`config.mk`:
```
export PLATFORM = sky130hd
export DESIGN_NAME = booth_mul
export DESIGN_NICKNAME = d
export VERILOG_FILES = /design/src/rtl/booth_pkg.sv /design/src/rtl/booth_recode.sv /design/src/rtl/booth_addsub.sv /design/src/rtl/booth_ashr.sv /design/src/rtl/booth_mul.sv
export SDC_FILE = /design/constraint.sdc
export NUM_CORES = 1
export LEC_CHECK = 0
export BUFFER_PORTS_ARGS = -buffer_cell sky130_fd_sc_hd__buf_2
export CAP_MARGIN = 5
export CORE_UTILIZATION = 56
export DETAILED_ROUTE_END_ITERATION = 12
export PLACE_DENSITY = 0.82
export SETUP_SLACK_MARGIN = 0.4
export SLEW_MARGIN = 20
export SYNTH_ARGS = -nofsm -noshare
export SYNTH_HDL_FRONTEND = slang
export SYNTH_SLANG_ARGS = --single-unit
```
`constraint.sdc`:
```
create_clock -name clk -period 6.6 [get_ports clk]
set_input_delay 1.32 -clock clk [delete_from_list [all_inputs] [get_ports clk]]
set_output_delay 1.32 -clock clk [all_outputs]
set_load 0.05 [all_outputs]
```
`src/rtl/booth_pkg.sv`:
```
package booth_pkg;

    typedef enum logic {
        ST_IDLE = 1'b0,
        ST_RUN  = 1'b1
    } booth_state_e;

    typedef enum logic [1:0] {
        OP_KEEP = 2'd0,
        OP_ADD  = 2'd1,
        OP_SUB  = 2'd2
    } booth_op_e;

endpackage

```
`src/rtl/booth_recode.sv`:
```
module booth_recode
    import booth_pkg::*;
(
    input  logic      q_lsb_i,
    input  logic      q_ext_i,
    output booth_op_e op_o
);
    always_comb begin
        unique case ({q_lsb_i, q_ext_i})
            2'b10:   op_o = OP_SUB;
            2'b01:   op_o = OP_ADD;
            default: op_o = OP_KEEP;
        endcase
    end
endmodule

```
`src/rtl/booth_addsub.sv`:
```
module booth_addsub
    import booth_pkg::*;
#(
    parameter int unsigned DW = 6
) (
    input  logic [DW-1:0] acc_i,
    input  logic [DW-1:0] operand_i,
    input  booth_op_e     op_i,
    output logic [DW-1:0] res_o
);
    logic [DW-1:0] addend;
    logic          cin;
    logic [DW:0]   full;

    always_comb begin
        addend = '0;
        cin    = 1'b0;
        unique case (op_i)
            OP_ADD: addend = operand_i;
            OP_SUB: begin
                addend = ~operand_i;
                cin    = 1'b1;
            end
            default: addend = '0;
        endcase
        full  = {1'b0, acc_i} + {1'b0, addend} + {{DW{1'b0}}, cin};
        res_o = full[DW-1:0];
    end
endmodule

```
`src/rtl/booth_ashr.sv`:
```
module booth_ashr #(
    parameter int unsigned SW = 12
) (
    input  logic [SW-1:0] vec_i,
    output logic [SW-1:0] vec_o
);
    assign vec_o = {vec_i[SW-1], vec_i[SW-1:1]};
endmodule

```
`src/rtl/booth_mul.sv`:
```
module booth_mul
    import booth_pkg::*;
#(
    parameter int unsigned WIDTH = 5
) (
    input  logic               clk,
    input  logic               rst_n,
    input  logic               start_i,
    input  logic [WIDTH-1:0]   mcand_i,
    input  logic [WIDTH-1:0]   mplier_i,
    output logic               busy_o,
    output logic               done_o,
    output logic [2*WIDTH-1:0] product_o
);
    localparam int unsigned AW = WIDTH + 1;
    localparam int unsigned SW = AW + WIDTH + 1;
    localparam int unsigned CW = $clog2(WIDTH + 1);

    typedef struct packed {
        booth_state_e   st;
        logic [AW-1:0]  br;
        logic [AW-1:0]  ac;
        logic [WIDTH-1:0] qr;
        logic           qx;
        logic [CW-1:0]  cnt;
        logic           done;
    } regs_t;

    regs_t q, d;

    booth_op_e     op_w;
    logic [AW-1:0] sum_w;
    logic [SW-1:0] shin_w;
    logic [SW-1:0] shout_w;

    logic [CW-1:0] cnt_w;
    logic [AW-1:0] ac_w;
    logic          pair_eq_w;

    booth_recode recode_i (
        .q_lsb_i (q.qr[0]),
        .q_ext_i (q.qx),
        .op_o    (op_w)
    );

    booth_addsub #(.DW(AW)) addsub_i (
        .acc_i     (q.ac),
        .operand_i (q.br),
        .op_i      (op_w),
        .res_o     (sum_w)
    );

    assign shin_w = {sum_w, q.qr, q.qx};

    booth_ashr #(.SW(SW)) ashr_i (
        .vec_i (shin_w),
        .vec_o (shout_w)
    );

    always_comb begin
        d      = q;
        d.done = 1'b0;
        unique case (q.st)
            ST_IDLE: begin
                if (start_i) begin
                    d.st  = ST_RUN;
                    d.br  = {mcand_i[WIDTH-1], mcand_i};
                    d.ac  = '0;
                    d.qr  = mplier_i;
                    d.qx  = 1'b0;
                    d.cnt = CW'(WIDTH);
                end
            end
            ST_RUN: begin
                d.ac  = shout_w[SW-1 -: AW];
                d.qr  = shout_w[WIDTH:1];
                d.qx  = shout_w[0];
                d.cnt = q.cnt - CW'(1);
                if (q.cnt == CW'(1)) begin
                    d.st   = ST_IDLE;
                    d.done = 1'b1;
                end
            end
            default: d.st = ST_IDLE;
        endcase
    end

    always_ff @(posedge clk or negedge rst_n) begin
        if (!rst_n) begin
            q <= '{st: ST_IDLE, br: '0, ac: '0, qr: '0, qx: 1'b0, cnt: '0, done: 1'b0};
        end else begin
            q <= d;
        end
    end

    assign busy_o    = (q.st == ST_RUN);
    assign done_o    = q.done;
    assign product_o = {q.ac[WIDTH-1:0], q.qr};

    assign cnt_w     = q.cnt;
    assign ac_w      = q.ac;
    assign pair_eq_w = (q.qr[0] == q.qx);
endmodule

```
* Word-level counts from Yosys, hierarchy flattened
Index checks and enable logic that the tools add are counted. Widths: inputs -> output; s select.
Word-level totals: register bits after elaboration 22, input port bits 13
Cells by class: add/sub/neg operators 3, eq/ne operators 6, muxes and demuxes 9, bitwise gates (word level) 2, reductions and logical operators 1
Operator list (number):
- $pmux 15 s2 | 1
- $mux 22 | 1
- $pmux 6 s2 | 1
- $add 6x1->6 | 1
- $add 6x6->6 | 1
- $not 6->6 | 1
- $eq 2x1->1 const B | 2
- $eq 2x2->1 const B | 2
- $mux 1 | 4
- $pmux 2 s2 | 1
- $eq 3x1->1 const B | 1
- $sub 3x1->3 const B | 1
- $ne 2x2->1 const B | 1
- $pmux 1 s2 | 1
- $reduce_and 2->1 | 1
- $not 1->1 | 1

* Logic depth before layout (Yosys ltp)
word-level depth 7, gate-level depth with buffers 10, depth with buffers taken out 10

* Cells and area by module
A second synthesis with hierarchy kept.
Unflattened totals: cells, all modules 129, area total of the unflattened synthesis 1366.3 µm²
Modules (own cells, without submodules):
- booth_mul | times used 1, cells each 78, area an instance 975.9 µm², sequential area each 550.5 µm²
- booth_addsub | times used 1, cells each 37, area an instance 285.3 µm², sequential area each 0.0 µm²
- booth_ashr | times used 1, cells each 12, area an instance 90.1 µm², sequential area each 0.0 µm²
- booth_recode | times used 1, cells each 2, area an instance 15.0 µm², sequential area each 0.0 µm²

* Worst setup path before layout
OpenSTA, ideal clock, no wires.
kind reg2reg, start reg q (netlist bit product_o[0]), end reg q (netlist bit ac_w[3]), data arrival time 2.171 ns, setup slack 4.307 ns, stages on the path, launching flop included 11, buffers on the path 0, cells stage by stage dfrtp_1 > nor2b_1 > nand2_1 > o21ai_0 > ha_1 > a21oi_1 > fa_1 > nor2b_1 > o21a_1 > or3_1 > a32o_1
Between the ends: cells in the longest elaborated chain, start to end 7, elaborated cells between the ends (all ways) 10, classes of those cells add/sub: 2; eq/ne: 4; mux: 4
RTL lines:
- start: declaration | RTL line booth_mul.sv:29 | regs_t q, d;
- start signal: assignment | RTL line booth_mul.sv:90 | q <= '{st: ST_IDLE, br: '0, ac: '0, qr: '0, qx: 1'b0, cnt: '0, done: 1'b0};
- $eq 2x1->1 / $eq 2x2->1 (equally long branches) | RTL line booth_recode.sv:9 | unique case ({q_lsb_i, q_ext_i})
- $pmux 2 s2 * | RTL line booth_recode.sv:9
- $eq 2x2->1 / $eq 2x1->1 (equally long branches) | RTL line booth_addsub.sv:18 | unique case (op_i)
- $pmux 6 s2 | RTL line booth_addsub.sv:18
- $add 6x6->6 | RTL line booth_addsub.sv:26 | full = {1'b0, acc_i} + {1'b0, addend} + {{DW{1'b0}}, cin};
- $add 6x1->6 * | RTL line booth_addsub.sv:26
- $pmux 15 s2 * | RTL line booth_mul.sv:63 | unique case (q.st)
Every way passes the cells marked *; elsewhere a longest branch is shown, timed or not. A chain may end at the register's enable or synchronous reset.

* Worst setup path after layout
start reg q (netlist bit busy_o), end out busy_o
RTL lines:
- end: declaration | RTL line booth_mul.sv:11 | output logic busy_o,
No word-level cell between the ends.

==> run summary <==
The run finished with clean final reports. Across the whole layout, storage elements account for 526 µm². The slowest cell on the critical path was dfrtp_1. In the final design database the tool counted 153 nets. Number of buffers inserted by port buffering: 24. Setup repair after global routing left no endpoint under its margin. For the finished layout, the period the worst path requires is 2.79 ns. The floorplan step defined a die boundary enclosing 2150 µm². The run gives 0 as the final count of pins violating max slew. After legalization and detailed placement, the total HPWL measured 1.55 mm. For the count of antenna diodes in the layout, the log shows 0. Across all setup checks in the final design, the least slack found is 3.81 ns. The tools report the startpoint of the most critical register-to-register path as product_o[0].

The pin count of the biggest net entering global routing was 25. The sequential fraction of the synthesis area came out at 47.6%. On the critical path the largest part of the delay comes from flip-flops.

For hold timing, the worst endpoint is done_o. The worst hold path begins at cnt_w[2]. Buffer and inverter count on the worst path: 1. Total number of clock tree sinks: 21.

In this run, the number of DRC markers left after iteration 0 of detailed routing was 9. Routability-driven placement finished with a final weighted congestion of 0.763. In the final layout, the share of cells above drive strength 1 is 24.4%.

Setup total negative slack on the finished layout was measured at 0 ns. After synthesis the cells add up to 1100 µm². STA classifies the critical path endpoint as an output pin.

The worst hold path class was reg2reg. The largest single stage delay on the critical path is 0.78 ns. For the number of detailed-route iterations in the first pass, the log shows 5. The critical path is of the reg2out type. The vias after detailed routing was 876; the post-cts hold buffer count was 0. The worst path uses 42.2% of the clock period. At the pin with the least slew margin, the transition time is 0.657 ns.

Counting along the longest clock path gives a buffer depth of 2. The number of nets still failing antenna checks after routing was 0. The number of setup violations in the final report is 0. The run gives 2.04 mm as the wire length reported by the detailed router. Post-CTS timing repair inserted 0 buffers for setup. The dominant synthesized flop cell was dfrtp_1. On the final layout, the worst clock skew is 0.00529 ns. Timing would allow up to 359 MHz. CTS clock-pin slew for the worst setup and hold paths: 0.11 ns. After floorplanning, the core was sized to cover 1780 µm². After filler insertion, the fill cell instance count of the layout stands at 146.

The number of cells traversed by the worst hold path is 1. STA classifies the critical path startpoint as a flip-flop. After detailed routing, the number of remaining DRC violations is 0. Summing all multi-input logic gate instances after layout gives 536 µm². The floorplan has 15 rows. The synthesized area per cell came out at 10.3 µm².

The cell count along the critical path is 1, and the number of enable flip-flop cells after synthesis is 0. The tools report the count of endpoints failing hold in the final timing report as 0. Max-cap violations in this run came to 0.

The tools report the first-pass GRT wire length as 3.48 mm. Headroom to the max-slew limit came out at 56.2%. The number of gates resized after CTS was 0. In the synthesized netlist, the number of instances is 107. The reg-to-reg setup timing slack was 4.04 ns.

The tools report the pre-CTS setup slack as 4.06 ns. For the via count of the first global-routing pass, the log shows 839. TritonCTS built the clock tree. For this run, the total global-route usage over all layers was measured as 23.5%.

The deepest level of the CTS H-tree was 1. The worst register-to-register path ends at ac_w[3]. Traced cell by cell, the critical path runs through buf_2. The worst reg-to-reg path cell count is 10. The number of unique standard cell types used by synthesis is 27, and the per-cell routed wire length is 13.1 µm. Using the TritonRoute via totals, the vias-per-cell ratio works out to 5.62. The number of warning messages in the yosys log is 0. The effective utilization at floorplan was 61.9%. After synthesis, the share of flip-flops with an asynchronous set or reset is 100%.

The width of the die is 46.4 µm, and the count of boundary I/O pins is 25. The synthesized design contains 21 register bits. Of all nets on the critical path, the largest fanout is 24. At the later pin of the worst-skew pair, clock insertion delay measures 0.30 ns. For the worst setup path, the data required time is 5.28 ns. The run gives 1.47 ns as the data arrival time at the worst-slack endpoint. The global route total overflow is 0. The synthesized net count was 128; the initial antenna violation count was 0. CTS placed an instance of clkbuf_4 at the clock tree root. The number of CTS-inserted buffers is 3, and the signed area change from the synthesized netlist to the final layout is 14.3%. In this run the vertical extent of the chip is 46.4 µm.
-- how the worst max path moves through the flow --
stage | from | to | slack, ns
after floorplan | product_o[0] | ac_w[3] | 4.31
final | busy_o | busy_o | 3.81
after global routing | busy_o | busy_o | 3.69
after CTS | busy_o | busy_o | 3.79
after detailed placement | product_o[0] | ac_w[3] | 4.06
after global placement | product_o[0] | ac_w[3] | 4.14
-- through the flow --
step	std cells	area [µm²]	util, %	hold WS (ns)
6_report	156	1260	70.7	0.512
2_1_floorplan	107	1100	-	0.456
3_3_place_gp	152	1230	69.3	0.475
3_5_place_dp	152	1230	69.3	0.493
4_1_cts	156	1260	70.7	0.510
5_1_grt	156	1260	70.7	0.531
-- kinds of logic (layout without fill, tap and decap cells) --
| logic type | Yosys count | in the layout | synth area share (%) |
|---|---|---|---|
| AND/OR/NAND/NOR | 30 | 30 | 13.0 |
| multiplexers | 10 | 10 | 9.64 |
| flip-flops | 21 | 21 | 47.6 |
| adder cells (fa/ha/maj) | 8 | 8 | 9.75 |
| buffers and inverters | 10 | 34 | 3.85 |
| XOR/XNOR | 3 | 3 | 2.38 |
| AO/OA/AOI/OAI | 25 | 25 | 13.7 |
-- sequential cells by signal (all words and copies together), names as in the netlist --
register	count
product_o	5
q	6
ac_w	5
done_o	1
cnt_w	3
busy_o	1
-- cells in the final DEF, fill, tap and decap left out, drive strengths merged, types with 4 or more instances in the layout --
cell	Yosys	routed
nand2	16	16
o21ai	13	13
ha	7	7
clkbuf	2	4
mux2i	5	5
a21oi	4	4
mux2	5	5
buf	2	24
inv	6	6
dfrtp	21	21
-- layer usage --
metal  part of all wire [%]  vias up  wire length, µm  GRT usage (%)
met5                      0        -                0              0
met2                     49       26              990           40.0
met4                    2.4        0               48           12.9
met3                    3.9        5               79           4.71
li1                       -      419                -              -
met1                     45      426              918           27.3
-- Yosys cell counts (2+ instances only) --
master / number / area [µm²]
a21oi_1: 4 / 20.0
a32o_1: 2 / 20.0
clkbuf_1: 2 / 7.51
dfrtp_1: 21 / 526
ha_1: 7 / 87.6
inv_1: 6 / 22.5
mux2_2: 5 / 56.3
mux2i_1: 5 / 50.1
nand2_1: 16 / 60.1
nor2_1: 3 / 11.3
nor2b_1: 3 / 18.8
nor3_1: 2 / 10.0
o21a_1: 2 / 15.0
o21ai_0: 13 / 65.1
or3_1: 2 / 12.5
xnor2_1: 3 / 26.3
-- cell type report --
cell class / instances / area share [%]
multi-input combinational: 76 / 42.5
tap: 25 / 2.48
timing repair buffer: 24 / 9.52
clock buffer: 4 / 2.08
sequential: 21 / 41.7
inverter: 6 / 1.79
Power is not shown: default switching activity piles up to over one toggle a cycle in this logic, so the estimate is an artifact.
